## config.mk

```make
export PLATFORM = sky130hd
export DESIGN_NAME = sync_ser_tx
export DESIGN_NICKNAME = d
export VERILOG_FILES = /design/src/rtl/sync_ser_tx.sv
export SDC_FILE = /design/constraint.sdc
export NUM_CORES = 1
export LEC_CHECK = 0
export BUFFER_PORTS_ARGS = -buffer_cell sky130_fd_sc_hd__buf_2
export CORE_UTILIZATION = 50
export CTS_CLUSTER_DIAMETER = 100
export DETAILED_ROUTE_END_ITERATION = 10
export GPL_TIMING_DRIVEN = 0
export PLACE_DENSITY = 0.71
export SLEW_MARGIN = 20
export SYNTH_ARGS = -nofsm -noshare
export SYNTH_HDL_FRONTEND = slang
export SYNTH_SLANG_ARGS = --single-unit
```

## constraint.sdc

```tcl
create_clock -name clk -period 6.75 [get_ports clk]
set_input_delay 0.675 -clock clk [delete_from_list [all_inputs] [get_ports clk]]
set_output_delay 0.675 -clock clk [all_outputs]
set_load 0.01 [all_outputs]
```

## src/rtl/sync_ser_tx.sv

```systemverilog
module sync_ser_tx #(
  parameter int DATA_W = 8,
  parameter int DIV_W  = 8
) (
  input  logic              clk,
  input  logic              rst_n,
  input  logic              wr_en,
  input  logic [DATA_W-1:0] wr_data,
  input  logic              empty_ie,
  input  logic              end_ie,
  input  logic              ext_clk_sel,
  input  logic              sclk_in,
  input  logic [DIV_W-1:0]  half_period,
  output logic              sclk_out,
  output logic              sdata,
  output logic              empty_flag,
  output logic              end_flag,
  output logic              empty_irq,
  output logic              end_irq
);
  localparam int BIT_W = (DATA_W > 1) ? $clog2(DATA_W) : 1;
  localparam logic [BIT_W-1:0] LAST = BIT_W'(DATA_W - 1);

  logic [DATA_W-1:0] hold_q, shift_q;
  logic              empty_q, end_q, busy, phase_hi, armed, sclk_q, sdata_q;
  logic [BIT_W-1:0]  bitn;
  logic [DIV_W-1:0]  cnt;
  logic [2:0]        sync_q;

  logic [DIV_W-1:0] half_m1;
  logic             tick, ext_rise, ext_fall, frame_end, load;
  logic [BIT_W-1:0] nxt_bit;

  assign half_m1  = (half_period == '0) ? '0 : half_period - DIV_W'(1);
  assign tick     = (cnt == half_m1);
  assign ext_rise = sync_q[1] & ~sync_q[2];
  assign ext_fall = ~sync_q[1] & sync_q[2];
  assign nxt_bit  = bitn + BIT_W'(1);

  assign frame_end = busy && (bitn == LAST) &&
                     (ext_clk_sel ? ext_rise : (tick && phase_hi));
  assign load      = !empty_q && (!busy || frame_end);

  assign sclk_out   = sclk_q;
  assign sdata      = sdata_q;
  assign empty_flag = empty_q;
  assign end_flag   = end_q;
  assign empty_irq  = empty_q & empty_ie;
  assign end_irq    = end_q & end_ie;

  always_ff @(posedge clk or negedge rst_n) begin
    if (!rst_n) begin
      hold_q   <= '0;
      shift_q  <= '0;
      empty_q  <= 1'b1;
      end_q    <= 1'b1;
      busy     <= 1'b0;
      phase_hi <= 1'b0;
      armed    <= 1'b0;
      sclk_q   <= 1'b1;
      sdata_q  <= 1'b1;
      bitn     <= '0;
      cnt      <= '0;
      sync_q   <= 3'b111;
    end else begin
      sync_q <= {sync_q[1:0], sclk_in};
      if (wr_en) hold_q <= wr_data;

      if (wr_en) begin
        empty_q <= 1'b0;
        end_q   <= 1'b0;
      end else begin
        if (load) empty_q <= 1'b1;
        if (frame_end && !load) end_q <= 1'b1;
      end

      if (load) begin
        shift_q  <= hold_q;
        sdata_q  <= hold_q[0];
        bitn     <= '0;
        busy     <= 1'b1;
        cnt      <= '0;
        phase_hi <= 1'b0;
        armed    <= 1'b0;
        sclk_q   <= ext_clk_sel;
      end else if (frame_end) begin
        busy   <= 1'b0;
        sclk_q <= 1'b1;
      end else if (busy) begin
        if (ext_clk_sel) begin
          sclk_q <= 1'b1;
          if (ext_rise) armed <= 1'b1;
          if (ext_fall && armed) begin
            bitn    <= nxt_bit;
            sdata_q <= shift_q[nxt_bit];
            armed   <= 1'b0;
          end
        end else if (tick) begin
          cnt <= '0;
          if (!phase_hi) begin
            phase_hi <= 1'b1;
            sclk_q   <= 1'b1;
          end else begin
            phase_hi <= 1'b0;
            sclk_q   <= 1'b0;
            bitn     <= nxt_bit;
            sdata_q  <= shift_q[nxt_bit];
          end
        end else begin
          cnt <= cnt + DIV_W'(1);
        end
      end
    end
  end

  assert_idle_clock_high_R6: assert property (@(posedge clk) disable iff (!rst_n)
    !busy |-> sclk_q);

  assert_load_sets_empty_R3: assert property (@(posedge clk) disable iff (!rst_n)
    (load && !wr_en) |=> empty_q);

  assert_end_only_when_idle_R6: assert property (@(posedge clk) disable iff (!rst_n)
    $rose(end_q) |-> !busy);

  assert_idle_data_steady_R6: assert property (@(posedge clk) disable iff (!rst_n)
    (!busy && $past(!busy)) |-> $stable(sdata_q));

  assert_ext_clock_high_R8: assert property (@(posedge clk) disable iff (!rst_n)
    (busy && ext_clk_sel && $past(ext_clk_sel)) |-> sclk_q);

  assert_data_moves_on_fall_R4: assert property (@(posedge clk) disable iff (!rst_n)
    (busy && $past(busy) && !ext_clk_sel && $past(!ext_clk_sel) && !$stable(sdata_q))
      |-> $fell(sclk_q));
endmodule

```

==> results.txt <==
The clock buffer count from CTS came out at 5. The tree built by TritonCTS fans out to 37 sinks. Measured against its own limit, the worst slew margin works out to 47.0%. The H-tree generated during clock tree synthesis spans 2 levels.

sky130_fd_sc_hd__dfrtp_1 takes more of the synthesized area than any other cell. The clock latency on the worst-skew pair came out at 0.28 ns. The worst hold path was traced through 0 stages.

The detail-routed net length per standard cell is 14.1 um. Dividing the synthesized area by the synthesized cell count gives ~11 um2. Across the run, the number of max-cap violations was 0. The library cell used most frequently in the layout, excluding fill and tap cells, is sky130_fd_sc_hd__dfrtp_1.

The count of buffers from port buffering is 26. The floorplan has 23 rows. The total of cells resized after clock tree synthesis is 0. Summing all multi-input logic gate instances after layout gives 1120 um2. The number of buffers between clock root and the deepest sink came out at 2. Of the synthesized area, sequential elements account for around 44%. Counting flops with a built-in enable in the synthesized netlist gives 0. During I/O placement, the number of pins put on the boundary was 29. The net total in the final layout came out at 259. The die area came out at 4550 um2. In this run the static leakage power is 1.08 nW. The count of unique library cells instantiated by Yosys is 59. The initial core utilization came out at between 50 and 60%. The count of vias placed by the detailed router is between 1500 and 2000. The total area of sequential cells is 935 um2. For this block, the initial DRC count from the detailed router was slightly below 70. The worst reg2reg path depth came out at 7. The time the worst path needs with I/O delays and setup is 3.85 ns.

The largest net degree at the start of global routing is 38. The detailed-route vias per instance is approximately 5.7. In this run the register-to-register setup slack is 3.67 ns. The initial antenna violation count came out at 0. Hold timing on the final database bottoms out at a slack of 0.358 ns. In this run the worst hold path is classified as flip-flop to flip-flop. Summed over all layers, the global routing overflow is 0. The classification of the worst setup path is input pin to flip-flop.

The core outline area is 4060 um2. The number of pins exceeding their max-slew limit in the final report was 0. Walking the worst path, the cells encountered are buf_2, inv_1, ha_1, or3b_2, nor2_1, mux2_2, or4_4, nor4_4, a31oi_4, nor2_8, mux2_1.

The warning count from the yosys run came out at 0. The flow ran to the end, and the final reports show no timing, DRC or antenna violations. The area of the mapped netlist is about 2100 um2.

The power density normalized to cell area came out at between 200 and 300 nW/um2. The actual slew at the worst max-slew pin came out at 0.796 ns. The ratio of cells with drive above 1 in the final layout came out at about 28%. The layout overhead on the synthesized area is 14.2%. The most used flip-flop cell after synthesis is sky130_fd_sc_hd__dfrtp_1. The slowest stage of the critical path is the sky130_fd_sc_hd__or4_4 cell. The clock input transition at the sequential cells of the worst setup and hold paths is about 0.070 ns.

The data arrival at the endpoint of the critical path came out at 4.02 ns. The final setup violation count came out at 0. The vertical die dimension is 67.5 um. The launching element type of the critical path is an input pin. Data on the critical path is required at its endpoint by just under 7 ns.

The synthesized instance count came out at about 200. The total power came out at around 0.69 mW. The worst register-to-register path ends at shift_q[6]. The beginning of the worst register-to-register path is cnt[0].

Sorting the synthesized cells by area gives the leading types as sky130_fd_sc_hd__dfrtp_1, sky130_fd_sc_hd__dfstp_2, sky130_fd_sc_hd__mux2_2. The via count of the first global-routing pass is approximately 1400. On the final layout, the worst clock skew is 0.00647 ns. The HPWL after detailed placement is 2.92 mm.

The diode insertion count for antenna repair is 0. Adding up every negative setup slack in the final design gives 0 ns. VDD sags by at most 150 uV.

The share of Yosys cell area claimed by the top area cell type came out at 35.0%. The utilization after layout is 60.3%. The number of post-CTS setup repair buffers came out at 0.

The number of detailed-route iterations in the first pass came out at 4. In this run the worst path has a maximum fanout of 8. The final antenna-violating net count is 0.

In the layout the commonest cells are sky130_fd_sc_hd__dfrtp_1, sky130_fd_sc_hd__buf_2, sky130_fd_sc_hd__o21ai_0. The worst stage delay on the critical path is roughly 0.55 ns. The endpoint of the worst hold path is sync_q[1]. CTS placed an instance of sky130_fd_sc_hd__clkbuf_8 at the clock tree root.

The final number of hold-violating endpoints is 0. STA classifies the critical path endpoint as a flip-flop. The net count of the mapped netlist is roughly 230. The fmax came out at 260 MHz. The share of async-settable or async-resettable flops after synthesis came out at 100%. The first-pass GRT wire length came out at 6.45 mm. The number of fill cells in the layout came out at 337. For this block, the routed nets add up to 3.98 mm of wire. The post-route fraction of the period consumed by the critical path came out at a little under three fifths. Setup repair after global routing left no endpoint under its margin. TritonCTS built the clock tree. The detailed-route DRC error count is 0. In this run the most critical hold path is launched from sync_q[0].

The chip width came out at 67.5 um. At the end of routability-driven placement, the weighted congestion stood at between 0.7 and 0.8. For this run, the total global-route usage over all layers was measured as 19.1%. Buffers inserted to repair hold after CTS numbered 0. The count of state elements after synthesis came out at 37.
==> power breakdown <==
part	internal, mW	switching [mW]
clock network	0.111	0.0780
logic	0.0972	0.0858
registers	0.273	0.0435
==> worst max-delay path by stage <==
| stage | cells after the start | slack [ns] | end | start |
|---|---|---|---|---|
| 2_1_floorplan | 10 | 3.08 | shift_q[1] | half_period[0] |
| 3_3_place_gp | 11 | 2.63 | shift_q[4] | half_period[0] |
| 3_5_place_dp | 11 | 2.61 | shift_q[6] | half_period[0] |
| 4_1_cts | 11 | 2.90 | shift_q[6] | half_period[0] |
| 5_1_grt | 11 | 2.78 | shift_q[3] | half_period[0] |
| 6_report | 11 | 2.90 | shift_q[6] | half_period[0] |
==> cell type report <==
type	instances	share of cell area [%]
multi-input combinational	143	45.8
sequential	37	38.2
timing repair buffer	26	5.32
clock buffer	6	2.97
tap	50	2.56
buffer	8	1.89
inverter	11	1.69
clock inverter	2	1.58
==> cell families (layout without fill, tap and decap cells) <==
kind of cell    count (synthesis)  after routing  share of synthesized area, %
fa+ha+maj                       4              4                          2.34
xor+xnor                        4              4                          2.28
simple gates                   60             60                          16.9
compound gates                 52             52                          18.0
flops                          37             37                          43.6
buf+inv                        19             53                          4.09
mux                            23             23                          12.8
==> cell usage after synthesis, types with 2 or more instances <==
cell type	count
sky130_fd_sc_hd__and2_1	3
sky130_fd_sc_hd__a32o_1	2
sky130_fd_sc_hd__a21oi_1	6
sky130_fd_sc_hd__inv_1	11
sky130_fd_sc_hd__mux2_1	7
sky130_fd_sc_hd__buf_6	2
sky130_fd_sc_hd__ha_1	4
sky130_fd_sc_hd__and3_1	4
sky130_fd_sc_hd__mux2i_1	5
sky130_fd_sc_hd__nor2b_1	2
sky130_fd_sc_hd__or3_1	2
sky130_fd_sc_hd__mux4_2	2
sky130_fd_sc_hd__o21ai_0	15
sky130_fd_sc_hd__o21a_1	2
sky130_fd_sc_hd__or3b_2	2
sky130_fd_sc_hd__o22ai_1	3
sky130_fd_sc_hd__nor3_1	8
sky130_fd_sc_hd__or4_4	2
sky130_fd_sc_hd__a21o_1	2
sky130_fd_sc_hd__nor4_1	2
sky130_fd_sc_hd__nor2_1	11
sky130_fd_sc_hd__xnor2_1	2
sky130_fd_sc_hd__dfrtp_1	30
sky130_fd_sc_hd__dfstp_2	7
sky130_fd_sc_hd__nand2_1	13
sky130_fd_sc_hd__a22o_1	3
sky130_fd_sc_hd__nand3_1	3
sky130_fd_sc_hd__clkbuf_1	5
sky130_fd_sc_hd__mux2_2	9
==> state kept, by name, summed over array words and instances, names as in the netlist <==
signal,count
hold_q,8
shift_q,8
phase_hi,1
sclk_out,1
bitn,3
sync_q,3
cnt,8
armed,1
empty_flag,1
busy,1
sdata,1
end_flag,1
==> metal layers <==
metal / routed length [um] / global-route usage [%]
met1: 1930 / 26.6
met2: 1890 / 29.8
met3: 125 / 3.55
met4: 32 / 5.85
met5: 0 / 0
==> critical path, delay by kind of cell <==
kind            cells  cell delay [ns]
mux                 2             0.70
buf+inv             2             0.23
fa+ha+maj           1             0.27
simple gates        5             1.91
compound gates      1             0.25
==> per-stage QoR <==
| step | std cells | setup WS, ns | instance area (um2) |
|---|---|---|---|
| after floorplan | 199 | 3.08 | 2140 |
| after global placement | 275 | 2.63 | 2340 |
| after detailed placement | 275 | 2.61 | 2340 |
| after CTS | 283 | 2.90 | 2450 |
| after global routing | 283 | 2.78 | 2450 |
| final | 283 | 2.90 | 2450 |
Power figures use the tool's default switching activity.
